`src/rtl/cam_gate_pkg.sv`:
```
package cam_gate_pkg;

    localparam int VCLK_W  = 4;
    localparam int READ_W  = 2;
    localparam int HCLK_W  = 2;
    localparam int PAIR_W  = 2;
    localparam int CLAMP_W = 4;

    localparam logic [PAIR_W-1:0]  PAIR_HIGH = '1;
    localparam logic [PAIR_W-1:0]  DLY_PARK  = {{(PAIR_W-1){1'b0}}, 1'b1};
    localparam logic [CLAMP_W-1:0] OE_ALL    = '1;
    localparam logic [CLAMP_W-1:0] OE_DIG    = {1'b1, {(CLAMP_W-2){1'b0}}, 1'b1};

    typedef enum logic [1:0] {
        MODE_ACOL  = 2'd0,
        MODE_DCOL1 = 2'd1,
        MODE_DCOL2 = 2'd2,
        MODE_AMONO = 2'd3
    } cam_mode_e;

    typedef struct packed {
        cam_mode_e mode;
        logic      bad;
    } mode_t;

    // Outputs forced low in standby
    typedef struct packed {
        logic [VCLK_W-1:0] vclk;
        logic [READ_W-1:0] rdout;
        logic              disch;
        logic [HCLK_W-1:0] hclk;
        logic              rgate;
        logic              shp;
        logic              shd;
        logic [PAIR_W-1:0] csep;
        logic [PAIR_W-1:0] swsh;
        logic [PAIR_W-1:0] dly;
        logic              fclk;
        logic              cl;
    } fast_t;

    // Outputs frozen in standby
    typedef struct packed {
        logic mck;
        logic clamp_a;
        logic clamp_d;
        logic pblk;
        logic lineid;
        logic wen;
        logic burst;
    } slow_t;

    function automatic mode_t decode_mode(input logic dig, input logic mono, input logic alt);
        mode_t r;
        r.bad = 1'b0;
        case ({dig, mono, alt})
            3'b000:  r.mode = MODE_ACOL;
            3'b100:  r.mode = MODE_DCOL1;
            3'b101:  r.mode = MODE_DCOL2;
            3'b010:  r.mode = MODE_AMONO;
            default: begin
                r.mode = MODE_ACOL;
                r.bad  = 1'b1;
            end
        endcase
        return r;
    endfunction

    function automatic logic is_digital(input cam_mode_e m);
        return (m == MODE_DCOL1) || (m == MODE_DCOL2);
    endfunction

endpackage

```
`src/rtl/cam_mode_dec.sv`:
```
module cam_mode_dec
    import cam_gate_pkg::*;
(
    input  logic      dig_i,
    input  logic      mono_i,
    input  logic      alt_i,
    output cam_mode_e mode_o,
    output logic      bad_o,
    output logic      digital_o
);
    mode_t dec;

    always_comb begin
        dec       = decode_mode(dig_i, mono_i, alt_i);
        mode_o    = dec.mode;
        bad_o     = dec.bad;
        digital_o = is_digital(dec.mode);
    end
endmodule

```
`src/rtl/cam_mode_gate.sv`:
```
module cam_mode_gate
    import cam_gate_pkg::*;
(
    input  cam_mode_e          mode_i,
    input  fast_t              fast_i,
    input  slow_t              slow_i,
    input  logic [CLAMP_W-1:0] clamp_i,
    output fast_t              fast_o,
    output slow_t              slow_o,
    output logic [CLAMP_W-1:0] clamp_mid_o,
    output logic [CLAMP_W-1:0] clamp_oe_o
);
    always_comb begin
        fast_o = fast_i;
        slow_o = slow_i;
        case (mode_i)
            MODE_DCOL1: begin
                fast_o.csep = PAIR_HIGH;
                fast_o.swsh = '0;
                fast_o.dly  = DLY_PARK;
            end
            MODE_DCOL2: begin
                fast_o.dly  = DLY_PARK;
            end
            MODE_AMONO: begin
                fast_o.csep   = PAIR_HIGH;
                fast_o.dly    = DLY_PARK;
                fast_o.swsh   = {fast_i.shd, fast_i.shp};
                slow_o.burst  = 1'b0;
                slow_o.lineid = 1'b0;
            end
            default: ;
        endcase
    end

    // Inner clamp pins turn into inputs in digital modes
    for (genvar g = 0; g < CLAMP_W; g++) begin : g_clamp
        if (g == 0 || g == CLAMP_W-1) begin : g_outer
            assign clamp_oe_o[g]  = 1'b1;
            assign clamp_mid_o[g] = clamp_i[g];
        end else begin : g_inner
            assign clamp_oe_o[g]  = !is_digital(mode_i);
            assign clamp_mid_o[g] = is_digital(mode_i) ? 1'b0 : clamp_i[g];
        end
    end
endmodule

```
`src/rtl/cam_stby_ctrl.sv`:
```
module cam_stby_ctrl
    import cam_gate_pkg::*;
(
    input  logic       clk,
    input  logic       rst,
    input  logic       digital_i,
    input  logic [1:0] clamp_in_i,
    input  fast_t      fast_i,
    input  slow_t      slow_i,
    output fast_t      fast_o,
    output slow_t      slow_o
);
    logic  standby;
    logic  keep_cl;
    slow_t hold_q;

    assign standby = digital_i && !clamp_in_i[0];
    assign keep_cl = clamp_in_i[1];

    always_ff @(posedge clk) begin
        if (rst) begin
            hold_q <= '0;
        end else if (!standby) begin
            hold_q <= slow_i;
        end
    end

    always_comb begin
        if (standby) begin
            fast_o    = '0;
            fast_o.cl = keep_cl ? fast_i.cl : 1'b0;
            slow_o    = hold_q;
        end else begin
            fast_o = fast_i;
            slow_o = slow_i;
        end
    end
endmodule

```
`src/rtl/cam_gate_top.sv`:
```
module cam_gate_top
    import cam_gate_pkg::*;
(
    input  logic               clk,
    input  logic               rst,
    input  logic               proc_digital_i,
    input  logic               mono_i,
    input  logic               alt_variant_i,
    input  logic [1:0]         clamp_in_i,
    input  logic [VCLK_W-1:0]  vclk_i,
    input  logic [READ_W-1:0]  rdout_i,
    input  logic               disch_i,
    input  logic [HCLK_W-1:0]  hclk_i,
    input  logic               rgate_i,
    input  logic               shp_i,
    input  logic               shd_i,
    input  logic [PAIR_W-1:0]  csep_i,
    input  logic [PAIR_W-1:0]  swsh_i,
    input  logic [PAIR_W-1:0]  dly_i,
    input  logic               fclk_i,
    input  logic               cl_i,
    input  logic               mck_i,
    input  logic [CLAMP_W-1:0] clamp_i,
    input  logic               pblk_i,
    input  logic               lineid_i,
    input  logic               wen_i,
    input  logic               burst_i,
    output logic [VCLK_W-1:0]  vclk_o,
    output logic [READ_W-1:0]  rdout_o,
    output logic               disch_o,
    output logic [HCLK_W-1:0]  hclk_o,
    output logic               rgate_o,
    output logic               shp_o,
    output logic               shd_o,
    output logic [PAIR_W-1:0]  csep_o,
    output logic [PAIR_W-1:0]  swsh_o,
    output logic [PAIR_W-1:0]  dly_o,
    output logic               fclk_o,
    output logic               cl_o,
    output logic               mck_o,
    output logic [CLAMP_W-1:0] clamp_o,
    output logic [CLAMP_W-1:0] clamp_oe_o,
    output logic               pblk_o,
    output logic               lineid_o,
    output logic               wen_o,
    output logic               burst_o,
    output logic               mode_err_o
);
    cam_mode_e          mode;
    logic               digital;
    fast_t              fast_raw, fast_map, fast_out;
    slow_t              slow_raw, slow_map, slow_out;
    logic [CLAMP_W-1:0] clamp_mid;

    assign fast_raw = '{vclk: vclk_i, rdout: rdout_i, disch: disch_i, hclk: hclk_i,
                        rgate: rgate_i, shp: shp_i, shd: shd_i, csep: csep_i,
                        swsh: swsh_i, dly: dly_i, fclk: fclk_i, cl: cl_i};
    assign slow_raw = '{mck: mck_i, clamp_a: clamp_i[0], clamp_d: clamp_i[CLAMP_W-1],
                        pblk: pblk_i, lineid: lineid_i, wen: wen_i, burst: burst_i};

    cam_mode_dec u_dec (
        .dig_i     (proc_digital_i),
        .mono_i    (mono_i),
        .alt_i     (alt_variant_i),
        .mode_o    (mode),
        .bad_o     (mode_err_o),
        .digital_o (digital)
    );

    cam_mode_gate u_map (
        .mode_i      (mode),
        .fast_i      (fast_raw),
        .slow_i      (slow_raw),
        .clamp_i     (clamp_i),
        .fast_o      (fast_map),
        .slow_o      (slow_map),
        .clamp_mid_o (clamp_mid),
        .clamp_oe_o  (clamp_oe_o)
    );

    cam_stby_ctrl u_stby (
        .clk        (clk),
        .rst        (rst),
        .digital_i  (digital),
        .clamp_in_i (clamp_in_i),
        .fast_i     (fast_map),
        .slow_i     (slow_map),
        .fast_o     (fast_out),
        .slow_o     (slow_out)
    );

    assign vclk_o   = fast_out.vclk;
    assign rdout_o  = fast_out.rdout;
    assign disch_o  = fast_out.disch;
    assign hclk_o   = fast_out.hclk;
    assign rgate_o  = fast_out.rgate;
    assign shp_o    = fast_out.shp;
    assign shd_o    = fast_out.shd;
    assign csep_o   = fast_out.csep;
    assign swsh_o   = fast_out.swsh;
    assign dly_o    = fast_out.dly;
    assign fclk_o   = fast_out.fclk;
    assign cl_o     = fast_out.cl;
    assign mck_o    = slow_out.mck;
    assign pblk_o   = slow_out.pblk;
    assign lineid_o = slow_out.lineid;
    assign wen_o    = slow_out.wen;
    assign burst_o  = slow_out.burst;
    assign clamp_o  = {slow_out.clamp_d, clamp_mid[CLAMP_W-2:1], slow_out.clamp_a};
endmodule

```
`config.mk`:
```
export PLATFORM = sky130hd
export DESIGN_NAME = cam_gate_top
export DESIGN_NICKNAME = d
export VERILOG_FILES = /design/src/rtl/cam_gate_pkg.sv /design/src/rtl/cam_mode_dec.sv /design/src/rtl/cam_mode_gate.sv /design/src/rtl/cam_stby_ctrl.sv /design/src/rtl/cam_gate_top.sv
export SDC_FILE = /design/constraint.sdc
export NUM_CORES = 1
export LEC_CHECK = 0
export BUFFER_PORTS_ARGS = -buffer_cell sky130_fd_sc_hd__clkbuf_2
export CAP_MARGIN = 20
export CORE_MARGIN = 5
export CORE_UTILIZATION = 43
export CTS_BUF_LIST = sky130_fd_sc_hd__clkbuf_16
export CTS_CLUSTER_SIZE = 28
export DETAILED_ROUTE_END_ITERATION = 7
export PLACE_DENSITY = 0.85
export SLEW_MARGIN = 10
export SYNTH_ARGS = -nofsm -noshare
export SYNTH_HDL_FRONTEND = slang
export SYNTH_HIERARCHICAL = 1
export SYNTH_SLANG_ARGS = --single-unit
export TNS_END_PERCENT = 20
```
`constraint.sdc`:
```
create_clock -name clk -period 3.35 [get_ports clk]
set_input_delay 0.1675 -clock clk [delete_from_list [all_inputs] [get_ports clk]]
set_output_delay 0.1675 -clock clk [all_outputs]
set_load 0.1 [all_outputs]
```
# Yosys cells after proc, flatten, opt, wreduce, memory -nomap -nowiden
# Cells that the tools add are included.
[totals]
output_inout_bits = 34
register_bits = 7
elab_cells = 31
[op_classes]
mux = 11
reduce_logical = 7
eq_ne = 6
[ops]
columns = ["operator", "count"]
rows = [
  ["$mux 20", 1],
  ["$pmux 4 s2", 1],
  ["$mux 7", 1],
  ["$eq 3x3->1 const B", 2],
  ["$mux 1", 6],
  ["$pmux 2 s3", 1],
  ["$eq 2x2->1 const B", 2],
  ["$reduce_or 4->1", 1],
  ["$eq 3x2->1 const B", 1],
  ["$logic_not 3->1", 1],
  ["$reduce_or 3->1", 1],
  ["$eq 2x1->1 const B", 1],
  ["$logic_not 1->1", 2],
  ["$mux 2", 1],
  ["$logic_and 1x1->1", 1],
  ["$logic_or 1x1->1", 1],
]

# Depth between registers and ports, before layout
[depth]
word_depth = 6
depth_mapped = 7
depth_no_buf = 7

# Hierarchy
# Netlist, hierarchy kept.
[by_module_without_submodules]
columns = ["module", "instances", "cells_each", "area_each_um2"]
rows = [
  ["cam_stby_ctrl", 1, 61, 580.6],
  ["cam_mode_gate", 1, 43, 319.1],
  ["cam_mode_dec", 1, 7, 48.8],
]

# Worst setup path before layout
# No wires, ideal clock.
[synth_timing]
path_type = "input-to-output"
startpoint = "input port alt_variant_i"
endpoint = "output port clamp_o[1]"
arrival_time_ps = 2238
slack_ps = 944
path_stages = 5
n_path_buf = 0
path_cell_list = "nand2b_1 -> o22ai_1 -> inv_1 -> ha_1 -> nor2b_1"
[synth_between]
elab_chain_cells = 5
[synth_rtl]
columns = ["item", "line", "source"]
rows = [
  ["start: declaration", "cam_gate_top.sv:8", "input logic alt_variant_i,"],
  ["$eq 3x2->1 or $eq 3x3->1 (tied branches)", "cam_gate_pkg.sv:56", "case ({dig, mono, alt})"],
  ["$pmux 2 s3 (*)", "cam_gate_pkg.sv:56", ""],
  ["net mode[1]", "cam_gate_top.sv:49", "cam_mode_e mode;"],
  ["$eq 2x1->1 or $eq 2x2->1 (tied branches)", "cam_gate_pkg.sv:70", "return (m == MODE_DCOL1) || (m == MODE_DCOL2);"],
  ["$logic_or 1x1->1 (*)", "cam_gate_pkg.sv:70", ""],
  ["$mux 1 (*)", "cam_mode_gate.sv:43", "assign clamp_mid_o[g] = is_digital(mode_i) ? 1'b0 : clamp_i[g];"],
  ["end: declaration", "cam_gate_top.sv:41", "output logic [CLAMP_W-1:0] clamp_o,"],
]
# The timed path passes the listed nets; every way through them passes the cells marked *.

# Worst setup path in the final report
[layout_timing]
startpoint = "input port mono_i"
endpoint = "output port lineid_o"
[layout_between]
elab_chain_cells = 6
[layout_rtl]
columns = ["item", "line", "source"]
rows = [
  ["start: declaration", "cam_gate_top.sv:7", "input logic mono_i,"],
  ["$eq 3x2->1 or $eq 3x3->1 (tied branches)", "cam_gate_pkg.sv:56", ""],
  ["$pmux 2 s3 (*)", "cam_gate_pkg.sv:56", ""],
  ["$eq 2x1->1 or $eq 2x2->1 (tied branches)", "cam_gate_pkg.sv:70", ""],
  ["$logic_or 1x1->1 (*)", "cam_gate_pkg.sv:70", ""],
  ["net digital", "cam_gate_top.sv:50", "logic digital;"],
  ["$logic_and 1x1->1 (*)", "cam_stby_ctrl.sv:17", "assign standby = digital_i && !clamp_in_i[0];"],
  ["$mux 7 (*)", "cam_stby_ctrl.sv:29", "if (standby) begin"],
  ["end: declaration", "cam_gate_top.sv:44", "output logic lineid_o,"],
]
# Marked as above.

==> results by group <==
Place
  • Post-Place Worst Slack: 1140 ps
  • Final GP Congestion: 0.709
  • Port Buffers: 67
  • Hpwl dp: 1.75 mm

Setup path
  • Worst EP required: 3180 ps
  • Crit path max fanout: 27
  • Setup CP Type: in -> out
  • Nature of the critical path endpoint: primary output
  • CP startpoint kind: primary input
  • Data arrival, critical path: 2000 ps

Clocking
  • CTS sink count: 7
  • Cts repair resizes: 0
  • CTS buffer count: 3
  • Clk_lat worst skew: 230 ps
  • Clock root cell: clkbuf_16
  • Clock-pin transition on the worst setup and hold timing paths: 40 ps
  • H-tree Lvls: 1
  • Clock buffer depth: 2
  • CTS tree: done
  • Post-CTS Setup Bufs: 0
  • Cts hold-fix bufs: 0

Floorplanning
  • Rows: 16
  • Chip Height: 56.6 um
  • Boundary Pins: 70
  • Starting Density: 46.2%
  • Die X-Extent: 56.6 um
  • Core area: 2020 um2
  • Die area: 3200 um2

STA
  • Max-slew violations: 0
  • Setup TNS: 0 ps
  • Final period utilization: 64.8%
  • Final worst setup slack: 1180 ps
  • RSZ-0062 raised after global routing: no
  • Min Hold Slack: 196 ps
  • Minimum clock period: 2170 ps
  • Slew @ Worst Pin: 946 ps
  • Peak Freq: 0.461 GHz
  • Final hold viol count: 0
  • Slew headroom: 36.9%
  • Final setup violation count: 0
  • Clock Skews: 0 ps

Power and ir drop
  • Worst vdd ir: 325 uV
  • Power Dens Cells: 550 nW/um2
  • Leak: 0.000645 uW

GRT
  • Vias in the first global route: 868
  • First-pass GRT wire length: 3.57 mm
  • Initial antenna violation count: 0
  • Grt ovf: 0
  • Largest net degree at the start of global routing: 28
  • Total track usage: 13.9%

Route
  • DR pass1 iterations: 4
  • WL/cell: 11.2 um
  • Routed via count: 844
  • DRT Wirelength: 2.04 mm
  • DRC: 0
  • Drt first-iter violations: 23
  • Vias per cell: 4.64
  • Final ANT Viol Nets: 0

Cells and area
  • Antenna fix cells: 0
  • Number of flip-flops under the largest register name: 7
  • Commonest non-fill, non-tap cell in the layout: clkbuf_2
  • Biggest regs: u_stby/hold_q (7)
  • Area Growth Syn to Fin: 26.7%
  • NumNets Final: 196
  • Most frequent cells in the layout: 67 x clkbuf_2, 20 x and2_1, 10 x nand2b_1
  • Biggest register: u_stby/hold_q
  • Layout cells sized above 1: 52.9%

Logic synthesis
  • Post-Syn Instances: 109
  • Ys Warns: 6
  • Syn Area/Cell: 8.56 um2
  • Synthesized cell area: 933 um2

Outcome
  • Status: complete, no violations

Hold path
  • HP Class: in -> reg

Run
  • Max-cap violation count: 0
-- per-layer routing --
metal / GRT usage, % / vias up / part of all wire [%] / routed length (um)
met5: 0 / - / 0 / 0
met4: 7.12 / 0 / 2.2 / 45
met3: 4.82 / 4 / 12 / 244
met2: 26.2 / 46 / 51 / 1040
met1: 12.8 / 368 / 35 / 709
li1: - / 426 / - / -
-- report_power, final --
group	total [uW]	internal, uW	switching (uW)
clock	200	155	44.7
combinational	358	69.5	289
sequential	92.5	89.4	3.07
total	651	314	337
-- stage by stage --
step / std cells / instance area (um2) / power [uW] / util, %
floorplan: 110 / 937 / 418 / -
global placement: 178 / 1100 / 450 / 54.6
detailed placement: 178 / 1100 / 454 / 54.6
CTS: 182 / 1180 / 657 / 58.5
global route: 182 / 1180 / 676 / 58.5
finish: 182 / 1180 / 651 / 58.5
-- final cells by class --
cell class | count | area, um2
Clock buffer | 3 | 75.1
Clock inverter | 1 | 3.75
Inverter | 3 | 11.3
Multi-Input combinational cell | 74 | 583
Tap cell | 27 | 33.8
Timing Repair Buffer | 67 | 335
Fill cell | 200 | 840
Sequential cell | 7 | 140
-- critical path, cell delays in order --
cell and delay [ps]:
clkbuf_2 130, and2b_2 280, nand2b_1 680, mux2_4 290
clkbuf_2 450
-- worst paths after layout --
check,from,endpoint,slack [ps],depth (start not counted)
worst max register to register,u_stby/hold_q[0]$_SDFF_PP0_,u_stby/hold_q[0]$_SDFF_PP0_,2380,2
worst max-delay path,mono_i,lineid_o,1180,5
worst min register to register,u_stby/hold_q[2]$_SDFF_PP0_,u_stby/hold_q[2]$_SDFF_PP0_,510,2
worst min-delay path,clamp_i[0],u_stby/hold_q[5]$_SDFF_PP0_,200,3
Power figures use the tool's default switching activity.
